### src/rtl/vwp_pkg.sv
package vwp_pkg;
  // strobes passed from control to datapath
  typedef struct packed {
    logic maskWrite;
    logic fillTake;
  } vwp_strobe_t;
endpackage

### src/rtl/vwp_ctrl.sv
module vwp_ctrl
  import vwp_pkg::*;
#(
  parameter int NUM_WAYS = 8,
  parameter int NUM_REQ  = 6,
  parameter int REQ_W    = 3
) (
  input  logic                clk,
  input  logic                rstN,
  input  logic                maskWrEn,
  input  logic [REQ_W-1:0]    maskWrId,
  input  logic [NUM_WAYS-1:0] maskWrData,
  input  logic                fillReq,
  output vwp_strobe_t         strobe
);
  logic idInRange;
  logic leavesAWay;

  assign idInRange  = int'(maskWrId) < NUM_REQ;
  assign leavesAWay = ~&maskWrData;

  always_comb begin
    strobe           = '0;
    strobe.maskWrite = maskWrEn && idInRange && leavesAWay;
    strobe.fillTake  = fillReq;
  end

  // a refused write never reaches the datapath
  p_refuse_r3: assert property (@(posedge clk) disable iff (!rstN)
    strobe.maskWrite |-> (maskWrEn && (maskWrData != '1)));
endmodule

### src/rtl/vwp_datapath.sv
module vwp_datapath
  import vwp_pkg::*;
#(
  parameter int NUM_WAYS = 8,
  parameter int NUM_REQ  = 6,
  parameter int REQ_W    = 3,
  parameter int WAY_W    = 3
) (
  input  logic                clk,
  input  logic                rstN,
  input  vwp_strobe_t         strobe,
  input  logic [REQ_W-1:0]    maskWrId,
  input  logic [NUM_WAYS-1:0] maskWrData,
  input  logic [REQ_W-1:0]    maskRdId,
  output logic [NUM_WAYS-1:0] maskRdData,
  input  logic [REQ_W-1:0]    fillReqId,
  input  logic                fillReq,
  input  logic [NUM_WAYS-1:0] setValid,
  input  logic [NUM_WAYS-1:0] setDirty,
  input  logic [NUM_WAYS-1:0] setLocked,
  input  logic [NUM_WAYS-1:0] setUse,
  output logic                victimValid,
  output logic [WAY_W-1:0]    victimWay,
  output logic                victimDirty,
  output logic                noVictim,
  output logic [NUM_WAYS-1:0] useClearMask
);
  logic [NUM_WAYS-1:0] maskMem [NUM_REQ];
  logic [NUM_WAYS-1:0] reqMask, cand, invalCand, freshCand, clearNext;
  logic [WAY_W-1:0]    pickWay;

  function automatic logic [WAY_W-1:0] lowestIdx(input logic [NUM_WAYS-1:0] v);
    lowestIdx = '0;
    for (int i = NUM_WAYS - 1; i >= 0; i--)
      if (v[i]) lowestIdx = WAY_W'(i);
  endfunction

  // partition mask register file
  always_ff @(posedge clk) begin
    if (!rstN) begin
      for (int r = 0; r < NUM_REQ; r++) maskMem[r] <= '0;
    end else if (strobe.maskWrite) begin
      maskMem[maskWrId] <= maskWrData;
    end
  end

  assign maskRdData = (int'(maskRdId) < NUM_REQ) ? maskMem[maskRdId] : '1;
  assign reqMask    = (int'(fillReqId) < NUM_REQ) ? maskMem[fillReqId] : '1;

  // candidate selection: invalid first, then use clear, then saturated
  assign cand      = ~reqMask & ~setLocked;
  assign invalCand = cand & ~setValid;
  assign freshCand = cand & ~setUse;

  always_comb begin
    clearNext = '0;
    if (|invalCand)      pickWay = lowestIdx(invalCand);
    else if (|freshCand) pickWay = lowestIdx(freshCand);
    else begin
      pickWay   = lowestIdx(cand);
      clearNext = cand;
    end
  end

  always_ff @(posedge clk) begin
    if (!rstN) begin
      victimValid  <= 1'b0;
      victimWay    <= '0;
      victimDirty  <= 1'b0;
      noVictim     <= 1'b0;
      useClearMask <= '0;
    end else if (strobe.fillTake) begin
      victimValid  <= |cand;
      noVictim     <= ~|cand;
      victimWay    <= pickWay;
      victimDirty  <= (|cand) && setValid[pickWay] && setDirty[pickWay];
      useClearMask <= clearNext;
    end else begin
      victimValid  <= 1'b0;
      noVictim     <= 1'b0;
      victimDirty  <= 1'b0;
      useClearMask <= '0;
    end
  end

  // copies of the request context, for the assertions only
  logic [NUM_WAYS-1:0] lockSeen, maskSeen;
  always_ff @(posedge clk) begin
    if (!rstN) begin
      lockSeen <= '0;
      maskSeen <= '0;
    end else begin
      lockSeen <= setLocked;
      maskSeen <= reqMask;
    end
  end

  p_unlocked_r4: assert property (@(posedge clk) disable iff (!rstN)
    victimValid |-> !lockSeen[victimWay]);
  p_allowed_r4: assert property (@(posedge clk) disable iff (!rstN)
    victimValid |-> !maskSeen[victimWay]);
  p_exclusive_r8: assert property (@(posedge clk) disable iff (!rstN)
    !(victimValid && noVictim));
  p_novictim_cause_r8: assert property (@(posedge clk) disable iff (!rstN)
    noVictim |-> $past(fillReq));
  p_dirty_needs_victim_r9: assert property (@(posedge clk) disable iff (!rstN)
    victimDirty |-> victimValid);
  p_clear_needs_victim_r7: assert property (@(posedge clk) disable iff (!rstN)
    (|useClearMask) |-> (victimValid && useClearMask[victimWay]));

  for (genvar g = 0; g < NUM_REQ; g++) begin : g_maskChk
    p_mask_keeps_way_r3: assert property (@(posedge clk) disable iff (!rstN)
      maskMem[g] != '1);
  end
endmodule

### src/rtl/victim_way_picker.sv
module victim_way_picker
  import vwp_pkg::*;
#(
  parameter int NUM_WAYS  = 8,
  parameter int NUM_CORES = 4,
  localparam int NUM_REQ  = NUM_CORES + 2,
  localparam int REQ_W    = $clog2(NUM_REQ + 1),
  localparam int WAY_W    = (NUM_WAYS > 1) ? $clog2(NUM_WAYS) : 1
) (
  input  logic                clk,
  input  logic                rstN,
  input  logic                maskWrEn,
  input  logic [REQ_W-1:0]    maskWrId,
  input  logic [NUM_WAYS-1:0] maskWrData,
  input  logic [REQ_W-1:0]    maskRdId,
  output logic [NUM_WAYS-1:0] maskRdData,
  input  logic                fillReq,
  input  logic [REQ_W-1:0]    fillReqId,
  input  logic [NUM_WAYS-1:0] setValid,
  input  logic [NUM_WAYS-1:0] setDirty,
  input  logic [NUM_WAYS-1:0] setLocked,
  input  logic [NUM_WAYS-1:0] setUse,
  output logic                victimValid,
  output logic [WAY_W-1:0]    victimWay,
  output logic                victimDirty,
  output logic                noVictim,
  output logic [NUM_WAYS-1:0] useClearMask
);
  vwp_strobe_t strobe;

  vwp_ctrl #(.NUM_WAYS(NUM_WAYS), .NUM_REQ(NUM_REQ), .REQ_W(REQ_W)) u_ctrl (
    .clk(clk), .rstN(rstN), .maskWrEn(maskWrEn), .maskWrId(maskWrId),
    .maskWrData(maskWrData), .fillReq(fillReq), .strobe(strobe)
  );

  vwp_datapath #(.NUM_WAYS(NUM_WAYS), .NUM_REQ(NUM_REQ), .REQ_W(REQ_W),
                 .WAY_W(WAY_W)) u_dp (
    .clk(clk), .rstN(rstN), .strobe(strobe), .maskWrId(maskWrId),
    .maskWrData(maskWrData), .maskRdId(maskRdId), .maskRdData(maskRdData),
    .fillReqId(fillReqId), .fillReq(fillReq), .setValid(setValid),
    .setDirty(setDirty), .setLocked(setLocked), .setUse(setUse),
    .victimValid(victimValid), .victimWay(victimWay),
    .victimDirty(victimDirty), .noVictim(noVictim),
    .useClearMask(useClearMask)
  );
endmodule

### config.mk
export PLATFORM = sky130hd
export DESIGN_NAME = victim_way_picker
export DESIGN_NICKNAME = d
export VERILOG_FILES = /design/src/rtl/vwp_pkg.sv /design/src/rtl/vwp_ctrl.sv /design/src/rtl/vwp_datapath.sv /design/src/rtl/victim_way_picker.sv
export SDC_FILE = /design/constraint.sdc
export NUM_CORES = 1
export LEC_CHECK = 0
export ABC_AREA = 1
export BUFFER_PORTS_ARGS = -buffer_cell sky130_fd_sc_hd__clkbuf_2
export CAP_MARGIN = 10
export CORE_MARGIN = 2
export CORE_UTILIZATION = 25
export CTS_CLUSTER_SIZE = 14
export DETAILED_ROUTE_END_ITERATION = 10
export PLACE_DENSITY = 0.5
export SYNTH_ARGS = -nofsm -noshare
export SYNTH_HDL_FRONTEND = slang
export SYNTH_SLANG_ARGS = --single-unit
export TNS_END_PERCENT = 20
### constraint.sdc
create_clock -name clk -period 4.8 [get_ports clk]
set_input_delay 0.96 -clock clk [delete_from_list [all_inputs] [get_ports clk]]
set_output_delay 0.96 -clock clk [all_outputs]
set_load 0.02 [all_outputs]
## Word level (Yosys, flattened, before mapping)

Memories as Yosys holds them, arrays and structs flattened.
Cells that the tools add are included.

- Flip-flop bits (word level): 14
- Bits in writable memories: 48
- Output and inout bits: 22
- Logic and storage cells: 71
- Memories: 1

Memory list:

| memory | depth | width | read ports | clocked after Yosys merged registers in | write ports | line | RTL |
|---|---|---|---|---|---|---|---|
| u_dp.maskMem | 6 | 8 | 2 | 0 | 6 | vwp_datapath.sv:28 | `logic [NUM_WAYS-1:0] maskMem [NUM_REQ];` |

- $lt $le $gt $ge: 4
- Muxes and demuxes: 39
- Bitwise gates (word level): 9
- Reductions and logical operators: 13

Operators with widths:

| kind | count |
|---|---|
| 2-to-1 mux 3 bit | 27 |
| inverter 8 bit | 4 |
| OR reduction 8 bit | 4 |
| AND 8 bit | 3 |
| 2-to-1 mux 8 bit | 3 |
| OR reduction 18 bit | 1 |
| less-than comparator 3 bit (second input constant) | 3 |
| AND reduction 8 bit | 1 |
| 2-to-1 mux 1 bit | 7 |
| binary-select mux 1 bit (select 3 bit) | 2 |
| logical AND 1 bit | 4 |
| less-than comparator 3 x 4 -> 1 bit (second input constant) | 1 |
| logical NOT 1 bit | 2 |
| inverter 1 bit | 2 |
| AND reduction 2 bit | 1 |

## Logic depth before layout (Yosys ltp)

Gate-level depths: netlist of run 1.

- Word-level depth: 19
- Depth in mapped cells: 23
- Depth with buffers taken out: 21

## Hierarchy

Synthesis of run 1 repeated with hierarchy kept, for this count alone.

- Cell total of the unflattened synthesis: 475
- Area, all modules: 3,671.0 um^2

By module, submodules not included:

| module | times used | cells an instance | area each (um^2) |
|---|---|---|---|
| vwp_datapath | 1 | 465 | 3,628.5 |
| vwp_ctrl | 1 | 10 | 42.5 |

## Worst setup path before layout of run 1

Ideal clock, no wire load.

- Path kind: input -> output
- Start point: input maskRdId[0]
- End point: output maskRdData[1]
- Data arrival time: 2,175 ps
- Setup slack: 1,665 ps
- Stages on the path: 6
- Buffers on the path: 2
- Path through: clkbuf_1 -> inv_1 -> clkbuf_1 -> nand2_1 -> a32o_1 -> a32oi_1

- Word-level cells in the longest chain between the ends: 2

Ends and longest elaborated chain:

| what | line | RTL |
|---|---|---|
| start: declaration | victim_way_picker.sv:15 | `input logic [REQ_W-1:0] maskRdId,` |
| memory (6 x 8 bit) or less-than comparator 3 bit (tied branches) | - |  |
| 2-to-1 mux 8 bit * | vwp_datapath.sv:47 | `assign maskRdData = (int'(maskRdId) < NUM_REQ) ? maskMem[maskRdId] : '1;` |
| end: declaration | victim_way_picker.sv:16 | `output logic [NUM_WAYS-1:0] maskRdData,` |

Every way passes the cells marked *; elsewhere a longest branch is shown, timed or not.

## Final worst setup path of run 1

- Start point: input maskRdId[0]
- End point: output maskRdData[0]

The elaborated chain is that of the path after synthesis.

==> flow_summary.yaml, run 1 <==
synthesis:
  yosysTopAreaCell: "edfxtp_1"
  avgSynthCellArea_sq_um: 7.37
  ys_types: 31
  syn_nets: 556
  yosysWarnings: 0
  async_flop_share_pct: 0
  synth_common_cells: "186 x nand2_1, 67 x nor2_1, 54 x inv_1, 48 x edfxtp_1, 35 x nand3_1"
  netlist.area_leader.share_pct: 38.9
  ys.flop_type: "edfxtp_1"
  synth_edf_count: 48
  synth_area_sq_um: 3710
  synth.area.top_cells: "edfxtp_1 39%, nand2_1 19%, dfxtp_1 7.6%"
  seq_area_frac_synth_pct: 46.4
  ys_ff_latch: 62
  yosysMostFrequentCell: "nand2_1"
  syn_inst: 503
route:
  dr.pass1.iters: 5
  ant_nets: 0
  drc: 0
  drtIter0Drc: 199
  vias_per_cell: 4.64
  wl_mm: 11.1
  drt-wirelength-per-cell_um: 14.6
  vias: 3544
power_and_ir_drop:
  ir_drop_mv: 0.159
  p_leak_nw: 2.08
  power_density_nw_per_um2: 350
  finalPower_mw: 1.58
final_layout:
  fin_nets: 627
  diodes: 0
  syn_to_final_growth_pct: 22.0
  utilization_pct: 31.1
  finalNonFillerCells: 763
  final_layout_size_suffix_gt1_share_pct: 19.5
  design_area_sq_um: 4530
grt:
  grt_overflow_total: 0
  first_global_vias: 3608
  grt_max_degree: 26
  antenna_found_initial: 0
  grt_pass1_wl_mm: 17.9
  track_usage_pct: 14.5
critical_path:
  r2r_end: "u_dp.victimDirty"
  crit_required_ns: 3.84
  r2r_start: "u_dp.maskMem[1][4]"
  reg2reg_depth: 19
  rrSetupSlack_ns: 2.71
  arrival_ns: 2.58
  endpoint_kind: "output port"
  critical_path.max_fanout: 25
  critPathKind: "input pin to output port"
  start_kind: "input pin"
die:
  num_io_pins: 75
  std_cell_rows: 44
  start_util_pct: 25.5
  dieArea_sq_um: 15800
  die_w_um: 126
  dieHeight_um: 126
  core_sq_um: 14500
clock_tree:
  cts_buffers: 9
  cts.sinks: 62
  cts_setup_buffers: 0
  post_cts_resized: 0
  clk_pin_slew_ns: 0.06
  worstSkewPairLatency_ns: 0.33
  htreeDepth: 3
  hold_buffers: 0
  root_buffer: "clkbuf_16"
  ctsLongestPathBuffers: 2
  cts_tree: "yes"
placed_design:
  placedCellCount: 747
  place_area_sq_um: 4230
  dp_slack_ns: 1.32
  dp_hpwl_mm: 8.82
  io_buffers: 74
  gp_congestion: 0.891
sta:
  whs_ns: 0.538
  fin_ws_ns: 1.26
  setup-violations-final: 0
  rsz0062_at_grt: "no"
  skew_ns: 0.00955
  period_share_pct: 73.7
  min_period_ns: 3.54
  clock.fmax_mhz: 283
  tightest_slew_ns: 0.617
  slew_violations: 0
  hold_viol_final: 0
  finalSetupTns_ns: 0
  slew-limit-headroom_pct: 58.9
min_path:
  hold_start: "u_dp.victimWay[1]"
  hold_class: "flop to flop"
  holdPathStages: 2
  hold_end: "u_dp.victimWay[1]"
run:
  drv_cap: 0
outcome:
  status: "complete, no violations"
layout make-up:
class	instances	area, sq um
clock inverters	6	71.3
multi-input cells	364	1660
clock buffers	10	229
flip-flops and latches	62	1720
well taps	184	230
repair buffers	75	378
inverters	62	238
fillers	1582	10000
worst max-delay path, stage by stage:
cell and delay (ns):
clkbuf_2 0.28, inv_1 0.56, nand2_1 0.16, a32o_1 0.27, a32oi_1 0.15, clkbuf_2 0.19
sequential cells by signal (all words and copies together) (netlist names):
| name | flops |
|---|---|
| u_dp.victimWay | 3 |
| u_dp.maskMem | 48 |
| u_dp.noVictim | 1 |
| u_dp.victimValid | 1 |
| u_dp.useClearMask | 8 |
| u_dp.victimDirty | 1 |
where the power goes:
group | total (mW) | internal (mW) | switching [mW]
Sequential | 0.641 | 0.614 | 0.0269
Clock | 0.661 | 0.406 | 0.256
Combinational | 0.279 | 0.0932 | 0.186
cell families after synthesis:
logic type / Yosys count / synth area share, %
AO/OA/AOI/OAI: 39 / 7.42
buffers and inverters: 77 / 8.87
flip-flops: 62 / 46.4
AND/OR/NAND/NOR: 325 / 37.3
cell usage in the layout, fill, tap and decap left out, types with 5 or more instances in the layout:
master | netlist | routed
inv_2 | 5 | 5
nand3b_1 | 8 | 8
clkbuf_16 | 0 | 9
clkbuf_2 | 0 | 74
nand2_1 | 186 | 186
dfxtp_1 | 14 | 14
a32oi_1 | 8 | 8
a32o_1 | 8 | 8
edfxtp_1 | 48 | 48
nor2_1 | 67 | 67
a21oi_1 | 11 | 11
o21ai_1 | 5 | 5
nand3_1 | 35 | 35
inv_1 | 54 | 54
nand2_2 | 8 | 8
per-layer routing:
metal | share of wire, % | global-route usage, %
met2 | 50 | 25.0
met3 | 4.2 | 3.40
met4 | 4.6 | 7.50
met5 | 0 | 0
met1 | 41 | 16.7
worst max path at each step:
stage                           start            end  slack [ns]  cells after the start
after floorplan           maskRdId[0]  maskRdData[1]        1.66                      6
after global placement    maskRdId[0]  maskRdData[3]        1.43                      6
after detailed placement  maskRdId[0]  maskRdData[0]        1.32                      6
after CTS                 maskRdId[0]  maskRdData[0]        1.32                      6
after global routing      maskRdId[0]  maskRdData[7]        1.10                      6
final                     maskRdId[0]  maskRdData[0]        1.26                      6
Power figures use the tool's default switching activity.
==> inputs of run 2 (changes only) <==
- ABC_AREA: 1 -> 0
- PLACE_DENSITY: 0.5 -> 0.51
- clock period: 4.8 -> 2.85 ns (I/O delays scaled with it)
==> flow_summary.yaml, run 2 <==
critical_path:
  start_kind: "input pin"
  endpoint_kind: "flop"
  critPathKind: "input pin to flop"
  critical_path.max_fanout: 6
  crit_required_ns: 3.11
  arrival_ns: 2.92
route:
  dr.pass1.iters: 6
  vias: 2914
  drtIter0Drc: 236
  drc: 0
  drt-wirelength-per-cell_um: 16.8
  ant_nets: 0
  vias_per_cell: 4.76
  wl_mm: 10.3
min_path:
  hold_class: "flop to flop"
synthesis:
  synth.area.top_cells: "edfxtp_1 40%, mux4_2 10%, dfxtp_1 7.8%"
  yosysMostFrequentCell: "nor2_1"
  synth_edf_count: 48
  async_flop_share_pct: 0
  seq_area_frac_synth_pct: 47.8
  syn_inst: 322
  syn_nets: 375
  synth_common_cells: "60 x nor2_1, 48 x edfxtp_1, 26 x nand2_1, 16 x mux4_2, 14 x dfxtp_1"
  avgSynthCellArea_sq_um: 11.2
  synth_area_sq_um: 3600
  netlist.area_leader.share_pct: 40.0
  ys_types: 59
  yosysWarnings: 0
  ys_ff_latch: 62
  ys.flop_type: "edfxtp_1"
  yosysTopAreaCell: "edfxtp_1"
sta:
  slew_violations: 0
  period_share_pct: 93.5
  setup-violations-final: 0
  min_period_ns: 2.66
  hold_viol_final: 0
  skew_ns: 0.00729
  fin_ws_ns: 0.185
  slew-limit-headroom_pct: 62.7
  rsz0062_at_grt: "no"
  clock.fmax_mhz: 375
  tightest_slew_ns: 0.559
clock_tree:
  cts_buffers: 9
  htreeDepth: 3
  root_buffer: "clkbuf_16"
  worstSkewPairLatency_ns: 0.33
  cts.sinks: 62
  ctsLongestPathBuffers: 2
  hold_buffers: 0
  cts_tree: "yes"
  clk_pin_slew_ns: 0.05
outcome:
  status: "complete, no violations"
power_and_ir_drop:
  p_leak_nw: 1.89
  ir_drop_mv: 0.276
  power_density_nw_per_um2: 581
final_layout:
  syn_to_final_growth_pct: 31.8
  final_layout_size_suffix_gt1_share_pct: 39.8
  largest-register: "u_dp.maskMem"
  mostFrequentLayoutCells: "73 x clkbuf_2, 59 x nor2_1, 48 x edfxtp_1"
  utilization_pct: 33.9
  design_area_sq_um: 4750
  fin_nets: 480
  largest_reg_flops: 48
  diodes: 0
  mostFrequentLayoutCell: "clkbuf_2"
  fill_cells: 1429
  largest_registers: "u_dp.maskMem (48), u_dp.useClearMask (8), u_dp.victimWay (3)"
die:
  dieHeight_um: 124
  die_w_um: 124
  dieArea_sq_um: 15400
  core_sq_um: 14000
  start_util_pct: 25.8
  std_cell_rows: 43
  num_io_pins: 75
placed_design:
  dp_slack_ns: -0.298
  gp_congestion: 0.834
  io_buffers: 74
  dp_hpwl_mm: 7.98
  place_area_sq_um: 4380
grt:
  grt_max_degree: 20
  antenna_found_initial: 0
  track_usage_pct: 13.9
  first_global_vias: 2916
  grt_overflow_total: 0
  grt_pass1_wl_mm: 15.7
run:
  drv_cap: 0
run 2: cell count changes in the layout (fill, tap and decap cells not counted), moves of 6 or more:
| cell | before | now |
|---|---|---|
| and2_1 | 0 | 11 |
| nor2_1 | 67 | 59 |
| nor2b_1 | 0 | 10 |
| nand3b_1 | 8 | 2 |
| a32o_1 | 8 | 0 |
| nand3_1 | 35 | 0 |
| buf_4 | 1 | 36 |
| a211oi_1 | 0 | 8 |
| inv_1 | 54 | 12 |
| nand2_1 | 186 | 26 |
| a32oi_1 | 8 | 0 |
| nand2_2 | 8 | 0 |
| mux4_2 | 0 | 16 |
| mux2i_1 | 0 | 11 |
run 2: logic make-up (layout without fill, tap and decap cells):
kind of cell / count (synthesis) / count (layout) / share of synthesized area, %
mux: 33 / 33 / 14.9
buf+inv: 29 / 139 / 3.92
flops: 62 / 62 / 47.8
simple gates: 142 / 142 / 20.1
compound gates: 56 / 56 / 13.3
run 2: worst paths after layout:
path / from / endpoint / slack (ns) / depth (start not counted)
hold reg to reg: u_dp.victimWay[1] / u_dp.victimWay[1] / 0.53 / 2
hold / removal: u_dp.victimWay[1] / u_dp.victimWay[1] / 0.53 / 2
setup / recovery: fillReqId[0] / u_dp.victimDirty / 0.19 / 12
setup reg to reg: u_dp.maskMem[5][7] / u_dp.victimDirty / 0.20 / 11
run 2: per-stage QoR:
step                hold slack, ns  total power [mW]  cells  setup TNS, ns
floorplan                    0.589              1.40    322              0
global placement             0.522              1.60    594         -0.822
detailed placement           0.532              1.60    594         -0.862
CTS                          0.541              2.76    610              0
global route                 0.562              2.86    612              0
finish                       0.533              2.76    612              0
run 2: timing repair:
| action | in CTS | in global routing |
|---|---|---|
| endpoints found under the setup margin | 0 | 3 |
| resized for setup | 0 | 8 |
| setup buffers | 0 | 2 |
run 2: routing by layer:
layer / GRT usage, % / routed length, um / up-vias / part of all wire (%)
li1: - / - / 1407 / -
met1: 19.3 / 4630 / 1403 / 45
met2: 21.4 / 4840 / 92 / 47
met3: 1.88 / 619 / 12 / 6.0
met4: 6.11 / 191 / 0 / 1.9
met5: 0 / 0 / - / 0
run 2: cell type report:
type | instances | area [sq um] | share of cell area [%]
Multi-Input combinational cell | 231 | 1780 | 37.4
Sequential cell | 62 | 1720 | 36.3
Timing Repair Buffer | 111 | 663 | 14.0
Clock buffer | 10 | 229 | 4.82
Tap cell | 180 | 225 | 4.74
Clock inverter | 6 | 86.3 | 1.82
Inverter | 12 | 45.0 | 0.949
run 2: power by group:
| part | total, mW | switching [mW] | internal, mW | leakage (nW) |
|---|---|---|---|---|
| clock | 1.15 | 0.389 | 0.763 | 0.152 |
| combinational | 0.543 | 0.287 | 0.256 | 1.16 |
| sequential | 1.06 | 0.0318 | 1.03 | 0.576 |
| total | 2.76 | 0.707 | 2.05 | 1.89 |
run 2: worst max-delay path, cell delays in order:
cell and delay [ns]:
clkbuf_4 0.16, mux4_2 0.51, a2bb2oi_1 0.18, buf_4 0.17, o22ai_1 0.20, and3b_1 0.25, o211ai_1 0.23, a22oi_2 0.08
buf_4 0.18, mux2i_1 0.15, mux2i_1 0.09, o22ai_1 0.16
